**src/rtl/ord_pkg.sv**
```systemverilog
package ord_pkg;

    typedef enum logic [2:0] {
        OP_LOAD    = 3'd0,
        OP_STORE   = 3'd1,
        OP_BAR     = 3'd2,
        OP_BAR_ALL = 3'd3,
        OP_BAR_ST  = 3'd4
    } op_e;

    typedef enum logic {
        FS_OPEN = 1'b0,
        FS_HOLD = 1'b1
    } fence_e;

    localparam logic [3:0] MASK_ALL = 4'b1111;
    localparam logic [3:0] MASK_ST  = 4'b1000;

endpackage

```
**src/rtl/ord_table.sv**
```systemverilog
module ord_table #(
    parameter int DEPTH = 8,
    parameter int AW    = 8,
    localparam int IDW  = $clog2(DEPTH)
) (
    input  logic                       clk,
    input  logic                       rst_n,
    input  logic                       alloc_en,
    input  logic                       alloc_store,
    input  logic [AW-1:0]              alloc_addr,
    input  logic                       mark_pre,
    input  logic                       cpl_valid,
    input  logic [IDW-1:0]             cpl_id,
    output logic [DEPTH-1:0]           ent_valid,
    output logic [DEPTH-1:0]           ent_store,
    output logic [DEPTH-1:0]           ent_pre,
    output logic [DEPTH-1:0][AW-1:0]   ent_addr,
    output logic [IDW-1:0]             free_id,
    output logic                       full
);

    always_comb begin
        free_id = '0;
        for (int i = DEPTH - 1; i >= 0; i--) begin
            if (!ent_valid[i]) free_id = IDW'(i);
        end
        full = &ent_valid;
    end

    always_ff @(posedge clk or negedge rst_n) begin
        if (!rst_n) begin
            ent_valid <= '0;
            ent_store <= '0;
            ent_pre   <= '0;
            ent_addr  <= '0;
        end else begin
            if (mark_pre) ent_pre <= ent_valid;
            if (cpl_valid) begin
                ent_valid[cpl_id] <= 1'b0;
                ent_pre[cpl_id]   <= 1'b0;
            end
            if (alloc_en) begin
                ent_valid[free_id] <= 1'b1;
                ent_store[free_id] <= alloc_store;
                ent_addr[free_id]  <= alloc_addr;
                ent_pre[free_id]   <= 1'b0;
            end
        end
    end

    assert_cpl_live_R3: assert property (@(posedge clk) disable iff (!rst_n)
        cpl_valid |-> ent_valid[cpl_id]);

    assert_alloc_slot_free_R2: assert property (@(posedge clk) disable iff (!rst_n)
        alloc_en |=> ent_valid[$past(free_id)]);

endmodule

```
**src/rtl/ord_hazard.sv**
```systemverilog
module ord_hazard #(
    parameter int DEPTH = 8,
    parameter int AW    = 8
) (
    input  logic [DEPTH-1:0]           ent_valid,
    input  logic [DEPTH-1:0]           ent_store,
    input  logic [DEPTH-1:0]           ent_pre,
    input  logic [DEPTH-1:0][AW-1:0]   ent_addr,
    input  logic                       hold,
    input  logic [3:0]                 fence_mask,
    input  logic                       in_store,
    input  logic [AW-1:0]              in_addr,
    output logic                       blocked,
    output logic                       fence_clear
);

    logic covers_ld;
    logic covers_st;

    always_comb begin
        covers_ld   = fence_mask[0] | fence_mask[2];
        covers_st   = fence_mask[1] | fence_mask[3];
        blocked     = 1'b0;
        fence_clear = 1'b1;
        for (int i = 0; i < DEPTH; i++) begin
            if (ent_valid[i] && in_store && ent_addr[i] == in_addr)
                blocked = 1'b1;
            if (hold && ent_valid[i] && ent_pre[i] && fence_mask[{in_store, ent_store[i]}])
                blocked = 1'b1;
            if (ent_valid[i] && ent_pre[i] && (ent_store[i] ? covers_st : covers_ld))
                fence_clear = 1'b0;
        end
    end

endmodule

```
**src/rtl/ord_fence_fsm.sv**
```systemverilog
module ord_fence_fsm
    import ord_pkg::*;
(
    input  logic       clk,
    input  logic       rst_n,
    input  logic       bar_take,
    input  logic [3:0] bar_mask,
    input  logic       fence_clear,
    output logic       hold,
    output logic       bar_open,
    output logic       mark_pre,
    output logic [3:0] mask_q
);

    fence_e state_q, state_d;

    always_comb begin
        state_d = state_q;
        unique case (state_q)
            FS_OPEN: if (bar_take && bar_mask != 4'b0) state_d = FS_HOLD;
            FS_HOLD: if (fence_clear) state_d = FS_OPEN;
            default: state_d = FS_OPEN;
        endcase
    end

    always_ff @(posedge clk or negedge rst_n) begin
        if (!rst_n) begin
            state_q <= FS_OPEN;
            mask_q  <= '0;
        end else begin
            state_q <= state_d;
            if (state_q == FS_OPEN && bar_take) mask_q <= bar_mask;
        end
    end

    always_comb begin
        hold     = 1'b0;
        bar_open = 1'b0;
        mark_pre = 1'b0;
        unique case (state_q)
            FS_OPEN: begin
                bar_open = 1'b1;
                mark_pre = bar_take && bar_mask != 4'b0;
            end
            FS_HOLD: hold = 1'b1;
            default: bar_open = 1'b1;
        endcase
    end

    assert_arm_by_barrier_R7: assert property (@(posedge clk) disable iff (!rst_n)
        $rose(hold) |-> $past(bar_take) && $past(bar_mask) != 4'b0);

    assert_no_bar_in_hold_R11: assert property (@(posedge clk) disable iff (!rst_n)
        hold |-> !bar_take);

    assert_zero_mask_stays_R8: assert property (@(posedge clk) disable iff (!rst_n)
        (!hold && bar_take && bar_mask == 4'b0) |=> !hold);

endmodule

```
**src/rtl/ord_gate.sv**
```systemverilog
module ord_gate
    import ord_pkg::*;
#(
    parameter int DEPTH = 8,
    parameter int AW    = 8,
    localparam int IDW  = $clog2(DEPTH)
) (
    input  logic           clk,
    input  logic           rst_n,
    input  logic           req_valid,
    input  logic [2:0]     req_op,
    input  logic [AW-1:0]  req_addr,
    input  logic [3:0]     req_mask,
    output logic           req_ready,
    output logic           mem_valid,
    output logic           mem_store,
    output logic [AW-1:0]  mem_addr,
    output logic [IDW-1:0] mem_id,
    input  logic           cpl_valid,
    input  logic [IDW-1:0] cpl_id
);

    logic [DEPTH-1:0]         ent_valid;
    logic [DEPTH-1:0]         ent_store;
    logic [DEPTH-1:0]         ent_pre;
    logic [DEPTH-1:0][AW-1:0] ent_addr;
    logic [IDW-1:0]           free_id;
    logic                     full;
    logic                     blocked;
    logic                     fence_clear;
    logic                     hold;
    logic                     bar_open;
    logic                     mark_pre;
    logic [3:0]               mask_q;
    logic                     is_mem;
    logic                     is_bar;
    logic                     is_store;
    logic [3:0]               eff_mask;
    logic                     bar_take;
    logic                     alloc_en;

    always_comb begin
        is_mem   = 1'b0;
        is_bar   = 1'b0;
        eff_mask = 4'b0;
        unique case (req_op)
            OP_LOAD, OP_STORE: is_mem = 1'b1;
            OP_BAR:     begin is_bar = 1'b1; eff_mask = req_mask; end
            OP_BAR_ALL: begin is_bar = 1'b1; eff_mask = MASK_ALL; end
            OP_BAR_ST:  begin is_bar = 1'b1; eff_mask = MASK_ST;  end
            default: ;
        endcase
        is_store = (req_op == OP_STORE);
        if (is_mem)      req_ready = !full && !blocked;
        else if (is_bar) req_ready = bar_open;
        else             req_ready = 1'b1;
        alloc_en  = req_valid && req_ready && is_mem;
        bar_take  = req_valid && req_ready && is_bar;
        mem_valid = alloc_en;
        mem_store = is_store;
        mem_addr  = req_addr;
        mem_id    = free_id;
    end

    ord_table #(.DEPTH(DEPTH), .AW(AW)) u_table (
        .clk         (clk),
        .rst_n       (rst_n),
        .alloc_en    (alloc_en),
        .alloc_store (is_store),
        .alloc_addr  (req_addr),
        .mark_pre    (mark_pre),
        .cpl_valid   (cpl_valid),
        .cpl_id      (cpl_id),
        .ent_valid   (ent_valid),
        .ent_store   (ent_store),
        .ent_pre     (ent_pre),
        .ent_addr    (ent_addr),
        .free_id     (free_id),
        .full        (full)
    );

    ord_hazard #(.DEPTH(DEPTH), .AW(AW)) u_hazard (
        .ent_valid   (ent_valid),
        .ent_store   (ent_store),
        .ent_pre     (ent_pre),
        .ent_addr    (ent_addr),
        .hold        (hold),
        .fence_mask  (mask_q),
        .in_store    (is_store),
        .in_addr     (req_addr),
        .blocked     (blocked),
        .fence_clear (fence_clear)
    );

    ord_fence_fsm u_fsm (
        .clk         (clk),
        .rst_n       (rst_n),
        .bar_take    (bar_take),
        .bar_mask    (eff_mask),
        .fence_clear (fence_clear),
        .hold        (hold),
        .bar_open    (bar_open),
        .mark_pre    (mark_pre),
        .mask_q      (mask_q)
    );

    logic same_addr_live;
    logic fence_st_live;
    always_comb begin
        same_addr_live = 1'b0;
        fence_st_live  = 1'b0;
        for (int i = 0; i < DEPTH; i++) begin
            if (ent_valid[i] && ent_addr[i] == mem_addr) same_addr_live = 1'b1;
            if (ent_valid[i] && ent_pre[i] && ent_store[i]) fence_st_live = 1'b1;
        end
    end

    assert_same_addr_store_R5: assert property (@(posedge clk) disable iff (!rst_n)
        (mem_valid && mem_store) |-> !same_addr_live);

    assert_fence_stst_R6: assert property (@(posedge clk) disable iff (!rst_n)
        (hold && mask_q[3] && mem_valid && mem_store) |-> !fence_st_live);

    assert_no_issue_full_R2: assert property (@(posedge clk) disable iff (!rst_n)
        mem_valid |-> !(&ent_valid));

endmodule

```
**config.mk**
```make
export PLATFORM = sky130hd
export DESIGN_NAME = ord_gate
export DESIGN_NICKNAME = d
export VERILOG_FILES = /design/src/rtl/ord_pkg.sv /design/src/rtl/ord_table.sv /design/src/rtl/ord_hazard.sv /design/src/rtl/ord_fence_fsm.sv /design/src/rtl/ord_gate.sv
export SDC_FILE = /design/constraint.sdc
export NUM_CORES = 1
export LEC_CHECK = 0
export ABC_CLOCK_PERIOD_IN_PS = 4500
export CORE_MARGIN = 2
export CORE_UTILIZATION = 59
export DETAILED_ROUTE_END_ITERATION = 8
export GPL_ROUTABILITY_DRIVEN = 0
export PLACE_DENSITY = 0.8
export SKIP_CTS_REPAIR_TIMING = 1
export SLEW_MARGIN = 20
export SYNTH_ARGS = -nofsm -noshare
export SYNTH_HDL_FRONTEND = slang
export SYNTH_HIERARCHICAL = 1
export SYNTH_SLANG_ARGS = --single-unit
```
**constraint.sdc**
```tcl
create_clock -name clk -period 4.5 [get_ports clk]
set_input_delay 0.675 -clock clk [delete_from_list [all_inputs] [get_ports clk]]
set_output_delay 0.675 -clock clk [all_outputs]
set_load 0.02 [all_outputs]
```
==> results of run 1 <==
[worst paths after layout]
check                                                     start                                to  cells after the start
worst max-delay path                                  req_op[2]                         mem_valid                     10
worst min-delay path                                      rst_n    u_table/ent_valid[2]$_DFF_PN0_                      1
worst max register to register   u_table/ent_valid[3]$_DFF_PN0_  u_table/ent_addr[18]$_DFFE_PN0P_                     11
worst min register to register  u_table/ent_addr[1]$_DFFE_PN0P_   u_table/ent_addr[1]$_DFFE_PN0P_                      1
max in group asynchronous                                 rst_n   u_table/ent_addr[1]$_DFFE_PN0P_                      2
min in group clk                u_table/ent_addr[1]$_DFFE_PN0P_   u_table/ent_addr[1]$_DFFE_PN0P_                      1
[synth_stat cells (5+ instances only)]
cell type	count	share of area, %
mux2_1	8	1.8
mux2_4	20	5.9
dfrtp_1	93	46
nand4_1	13	1.6
a31oi_1	5	0.62
and3_1	6	0.74
mux2i_1	6	1.2
mux2_2	53	12
buf_4	11	1.6
nand2_1	19	1.4
xor2_1	14	2.4
nand3_1	14	1.4
inv_1	5	0.37
nor4_1	6	0.74
nor2_1	11	0.81
o22ai_1	8	0.99
o21ai_0	7	0.69
buf_6	10	2.2
nor3_1	7	0.69
xnor2_1	47	8.1
[flip-flops by register name (all words and copies together), names as in the netlist]
| register | flops |
|---|---|
| u_table/ent_store | 8 |
| u_fsm/mask_q | 4 |
| u_table/ent_valid | 8 |
| u_table/ent_pre | 8 |
| u_fsm/state_q | 1 |
| u_table/ent_addr | 64 |
[placed cells by master (no fill, tap or decap), drive strengths merged, types with 5 or more instances in the layout]
| master | count |
|---|---|
| a31oi | 5 |
| mux2 | 81 |
| nand2 | 20 |
| clkbuf | 10 |
| nor3 | 7 |
| buf | 25 |
| and3 | 6 |
| dfrtp | 93 |
| nor2 | 12 |
| mux2i | 6 |
| o22ai | 9 |
| nor4 | 7 |
| inv | 6 |
| o21ai | 7 |
| xor2 | 14 |
| clkdlybuf4s50 | 33 |
| nand4 | 13 |
| nand2b | 6 |
| nand3 | 14 |
| xnor2 | 47 |
[per-layer routing]
layer	global-route usage, %	vias up	wire [um]
li1	-	1579	-
met1	30.9	1677	4680
met2	37.4	92	5020
met5	0	-	0
met3	4.19	25	443
met4	9.86	0	287
[cells by family after synthesis]
family                    synth area share [%]
muxes                                     20.7
and+or+nand+nor                           11.5
AOI/OAI and AO/OA                         6.32
xor gates and xnor gates                  10.5
DFF                                       45.9
buffers and inverters                     5.11
[worst reg2reg max path: stages, from the launching register on]
cell and delay [ns]:
dfrtp_1 0.51, and3_1 0.25, a31oi_1 0.29, a41o_1 0.20, a21boi_0 0.08, or4_1 0.57, nor4_1 0.21, and2_1 0.17
buf_4 0.18, inv_1 0.09, or3_1 0.59, mux2_2 0.37
[cell type report]
type | count | area share (%)
Multi-Input combinational cell | 291 | 43.0
Sequential cell | 93 | 40.1
Timing Repair Buffer | 59 | 10.7
Tap cell | 105 | 2.26
Clock buffer | 10 | 2.20
Clock inverter | 6 | 1.49
Inverter | 5 | 0.323
[report_power, final]
group	switching, mW	leakage, nW	internal [mW]
registers	0.151	1.24	1.00
clock network	0.287	0.107	0.313
logic	0.219	1.25	0.306
total	0.657	2.59	1.62
==> results.tsv, run 1 <==
stage	metric	value	unit
floorplan	placeable core region	8260	sq um
sta	final setup vio count	0	
sta	Setup WS post-layout	0.153	ns
clock_tree	TritonCTS buffer count	9	
grt	wire length of the first global-routing pass	17.5	mm
detailed_routing	vias per cell	5.93	
sta	setup total negative slack	0	ns
finish	final instance area	5800	sq um
clock_tree	clock latency reported for the late side of the worst-skew pair	0.36	ns
floorplan	number of top-level pins	36	
synth	FFs w/ async S/R, synth	100	%
critical_path	data required time of the critical path	3.83	ns
detailed_routing	vias	3373	
floorplan	starting density of the core	61.4	%
clock_tree	Clock Sink Count	93	
clock_tree	TritonCTS clock tree	yes	
critical_path	critical path endpoint category	output port	
critical_path	kind of cell adding the most delay to the critical path	simple AND/OR/NAND/NOR gates	
synth	number of flops mapped to enable cells by yosys	0	
sta	hold slack	0.365	ns
floorplan	height of the die	96.7	um
sta	Period minus WS final	4.35	ns
finish	Inserted Diodes	0	
synth	number of instances in the synthesized netlist	418	
power	Lkg Pwr	2.59	nW
finish	fraction of final layout cells with drive strength greater than 1	28.0	%
sta	Max-slew headroom	50.9	%
sta	Worst Max-Slew Pin Slew	0.736	ns
synth	prevailing post-synth register cell	dfrtp_1	
finish	Storage cell area	2330	sq um
critical_path	biggest fanout along the worst timing path	6	
sta	Max Slew Vio Count	0	
clock_tree	number of levels the H-tree was split into	3	
placed_design	estimated wirelength of the detail-placed design	7.26	mm
sta	Final Skew	0.0130	ns
synth	count of unique library cells instantiated by Yosys	57	
placed_design	placed instance count	553	
synth	Net Count, Synth	440	
grt	initial antenna violation count	0	
critical_path	kind of critical path	primary input to output port	
placed_design	count of input and output buffers	35	
synth	Synth Register Bits	93	
finish	number of nets in the final layout	481	
grt	largest net degree at the start of global routing	59	
detailed_routing	first-iteration detailed-routing DRC count	196	
detailed_routing	routed wire length	10.4	mm
detailed_routing	final routed wire length divided by cell count	18.3	um
synth	post-synthesis instance area	5070	sq um
synth	Yosys warning total	6	
critical_path	startpoint type of the worst setup path	primary input	
finish	total area of multi-input combinational cells	2490	sq um
detailed_routing	first-pass iteration count of the detailed router	4	
detailed_routing	remaining antenna violation count	0	
flow_run	reported max-cap violation count	0	
finish	area overhead of the layout relative to synthesis	14.5	%
floorplan	overall die area	9350	sq um
critical_path	data arrival time at the worst-slack endpoint	3.67	ns
finish	utilization after layout	70.3	%
floorplan	total number of placement rows	33	
floorplan	horizontal die dimension	96.7	um
power	total power after layout	2.28	mW
synth	sequential fraction of the synthesis area	45.9	%
critical_path	CP cell instances	clkdlybuf4s50_1 -> nor3b_4 -> buf_4 -> nand3_1 -> nor3_1 -> or4_1 -> or4_1 -> nor4_1 -> and2_1 -> clkdlybuf4s50_1	
worst_hold_path	type of the most critical hold path	primary input to asynchronous set/reset pin	
critical_path	CP peak stage delay	0.60	ns
critical_path	Bufs and invs on worst path	3	
grt	overflow left after global routing	0	
clock_tree	Root Driver	clkbuf_8	
sta	Final Hold Viols	0	
placed_design	dpl cell area	5580	sq um
clock_tree	clock input transition at the sequential cells of the worst setup and hold paths	0.09	ns
sta	setup repair after global routing missed its margin	no	
grt	Overall Global Routing Usage	23.2	%
power	power per cell area	393	nW/um^2
critical_path	minimum setup slack among reg-to-reg paths	0.88	ns
clock_tree	maximum clock insertion buffer count	2	
sta	achievable clock frequency	0.230	GHz
finish	layout filler cell count	585	
detailed_routing	Remaining DRCs	0	
status	outcome	complete, no violations	
sta	share of the clock period used by the worst path	96.6	%
synth	Avg Cell Area, Syn	12.1	sq um
placed_design	pre-CTS setup slack	0.0275	ns
finish	Post-Layout Cell Count	569	
grt	via count of the first global-routing pass	3509	
power	Worst VDD drop	0.256	mV
critical_path	slowest cell on the critical path	clkdlybuf4s50_1	
Power figures use the tool's default switching activity.
==> inputs of run 2 (changes only) <==
--- a/config.mk
+++ b/config.mk
@@ -11,6 +11,7 @@
 export DETAILED_ROUTE_END_ITERATION = 8
 export GPL_ROUTABILITY_DRIVEN = 0
 export PLACE_DENSITY = 0.8
+export REMOVE_ABC_BUFFERS = 1
 export SKIP_CTS_REPAIR_TIMING = 1
 export SLEW_MARGIN = 20
 export SYNTH_ARGS = -nofsm -noshare
==> run 2 against run 1 <==
  * Register-to-register slack worse by 0.21 ns
  * Total power is 1.8% higher
  * Clock skew is 0.0027 ns lower
  * Global-route usage is 1.1 points higher
  * Sequential power hardly changed
  * Die area stayed put
  * Worst setup slack better by 0.17 ns
  * Hold slack better by 0.0069 ns
  * Via count is 1.5% higher
  * Wire length is 3.1% higher
  * Critical endpoint is now u_table/ent_addr[22]$_DFFE_PN0P_
==> results.tsv, run 2 (synthesis results as in run 1) <==
stage	metric	value	unit	change
clock_tree	Clock Sink Count	93		unchanged
floorplan	height of the die	96.7	um	unchanged
sta	Max-slew headroom	48.5	%	was 50.9%
finish	register containing the most flip-flops in the final layout	u_table/ent_addr		unchanged
sta	Final Skew	0.0103	ns	was 0.0130 ns
detailed_routing	first-pass iteration count of the detailed router	5		was 4
clock_tree	number of levels the H-tree was split into	3		unchanged
critical_path	worst reg2reg startpoint	u_table/ent_valid[3]$_DFF_PN0_		unchanged
grt	initial antenna violation count	0		unchanged
critical_path	source of the critical timing path	req_op[2]		unchanged
sta	setup repair after global routing missed its margin	no		unchanged
grt	via count of the first global-routing pass	3601		was 3509
finish	Inserted Diodes	0		unchanged
floorplan	starting density of the core	61.4	%	unchanged
power	power per cell area	397	nW/um^2	was 393 nW/um^2
finish	total area of multi-input combinational cells	2500	sq um	was 2490 sq um
sta	Period minus WS final	4.18	ns	was 4.35 ns
clock_tree	clock input transition at the sequential cells of the worst setup and hold paths	0.09	ns	about the same
floorplan	overall die area	9350	sq um	unchanged
placed_design	estimated wirelength of the detail-placed design	7.51	mm	was 7.26 mm
grt	largest net degree at the start of global routing	61		was 59
clock_tree	Root Driver	clkbuf_8		unchanged
detailed_routing	Remaining DRCs	0		unchanged
finish	number of nets in the final layout	484		was 481
finish	max FFs per register	64		unchanged
sta	Max Slew Vio Count	0		unchanged
placed_design	count of input and output buffers	35		unchanged
detailed_routing	final routed wire length divided by cell count	18.8	um	was 18.3 um
placed_design	placed instance count	556		was 553
floorplan	number of top-level pins	36		unchanged
finish	fraction of final layout cells with drive strength greater than 1	28.5	%	was 28.0%
power	Lkg Pwr	2.62	nW	was 2.59 nW
floorplan	horizontal die dimension	96.7	um	unchanged
sta	final setup vio count	0		unchanged
finish	highest-count cells in the layout ignoring fill and taps	93 x dfrtp_1, 53 x mux2_2, 47 x xnor2_1		unchanged
status	outcome	complete, no violations		unchanged
sta	Worst Max-Slew Pin Slew	0.773	ns	was 0.736 ns
finish	Post-Layout Cell Count	572		was 569
critical_path	data required time of the critical path	4.75	ns	was 3.83 ns
detailed_routing	remaining antenna violation count	0		unchanged
floorplan	total number of placement rows	33		unchanged
critical_path	minimum setup slack among reg-to-reg paths	0.67	ns	was 0.88 ns
clock_tree	maximum clock insertion buffer count	2		unchanged
clock_tree	TritonCTS buffer count	9		unchanged
sta	share of the clock period used by the worst path	92.8	%	was 96.6%
sta	hold slack	0.372	ns	was 0.365 ns
detailed_routing	vias per cell	5.99		was 5.93
clock_tree	clock latency reported for the late side of the worst-skew pair	0.37	ns	was 0.36 ns
power	Worst VDD drop	0.323	mV	was 0.256 mV
detailed_routing	vias	3425		was 3373
critical_path	startpoint type of the worst setup path	primary input		unchanged
detailed_routing	routed wire length	10.8	mm	was 10.4 mm
finish	Storage cell area	2330	sq um	unchanged
critical_path	kind of critical path	primary input to register		was primary input to output port
critical_path	data arrival time at the worst-slack endpoint	4.43	ns	was 3.67 ns
finish	area overhead of the layout relative to synthesis	15.4	%	was 14.5%
critical_path	biggest fanout along the worst timing path	11		was 6
grt	wire length of the first global-routing pass	18.0	mm	was 17.5 mm
floorplan	placeable core region	8260	sq um	unchanged
sta	achievable clock frequency	0.239	GHz	was 0.230 GHz
critical_path	critical path endpoint category	register		was output port
grt	Overall Global Routing Usage	24.3	%	was 23.2%
finish	most common cell after layout, fill and taps aside	dfrtp_1		unchanged
grt	overflow left after global routing	0		unchanged
detailed_routing	first-iteration detailed-routing DRC count	143		was 196
sta	Final Hold Viols	0		unchanged
flow_run	reported max-cap violation count	0		unchanged
finish	layout filler cell count	581		was 585
worst_hold_path	type of the most critical hold path	primary input to asynchronous set/reset pin		unchanged
clock_tree	TritonCTS clock tree	yes		unchanged
[run 2: worst paths after layout]
check | to | depth (start not counted)
worst max-delay path | u_table/ent_addr[22]$_DFFE_PN0P_ | 13
worst min-delay path | u_table/ent_valid[1]$_DFF_PN0_ | 1
worst max register to register | u_table/ent_addr[22]$_DFFE_PN0P_ | 11
worst min register to register | u_table/ent_addr[1]$_DFFE_PN0P_ | 1
max in group asynchronous | u_table/ent_valid[5]$_DFF_PN0_ | 2
min in group clk | u_table/ent_addr[1]$_DFFE_PN0P_ | 1
[run 2: report_power, final]
| part | internal (mW) | switching, mW | leakage (nW) |
|---|---|---|---|
| combinational | 0.309 | 0.232 | 1.28 |
| clock | 0.344 | 0.287 | 0.110 |
| sequential | 1.00 | 0.145 | 1.24 |
| total | 1.66 | 0.663 | 2.62 |
[run 2: layout make-up]
| cell class | count | area share [%] |
|---|---|---|
| clock inverter | 3 | 1.16 |
| multi-input combinational | 291 | 42.8 |
| timing repair buffer | 62 | 11.0 |
| inverter | 5 | 0.321 |
| sequential | 93 | 39.8 |
| tap | 105 | 2.25 |
| clock buffer | 13 | 2.72 |
[run 2: layer usage]
layer	global-route usage [%]	vias to the layer above	wire, um
met3	3.25	25	459
met4	10.7	0	262
met1	31.2	1730	4590
met5	0	-	0
li1	-	1575	-
met2	41.1	95	5440
[run 2: critical path: stages]
cell and delay, ns:
clkdlybuf4s50_1 0.58, nor3b_4 0.09, buf_4 0.17, nand3_1 0.10, nor3_1 0.06, or4_1 0.54
or4_1 0.46, nor4_2 0.27, and2_1 0.22, buf_4 0.18, inv_1 0.09, or3_1 0.60
mux2_2 0.37
[run 2: metrics by stage]
step | utilization (%) | setup WS (ns) | instance area [sq um] | power [mW] | setup TNS (ns)
after floorplan | - | -0.668 | 4830 | 1.49 | -30.61
after global routing | 70.8 | 0.208 | 5850 | 2.44 | 0
after global placement | 67.8 | 0.0297 | 5600 | 1.67 | 0
final | 70.8 | 0.324 | 5850 | 2.32 | 0
after detailed placement | 67.8 | -0.00820 | 5600 | 1.71 | -0.0328
after CTS | 70.6 | 0.00580 | 5830 | 2.33 | 0
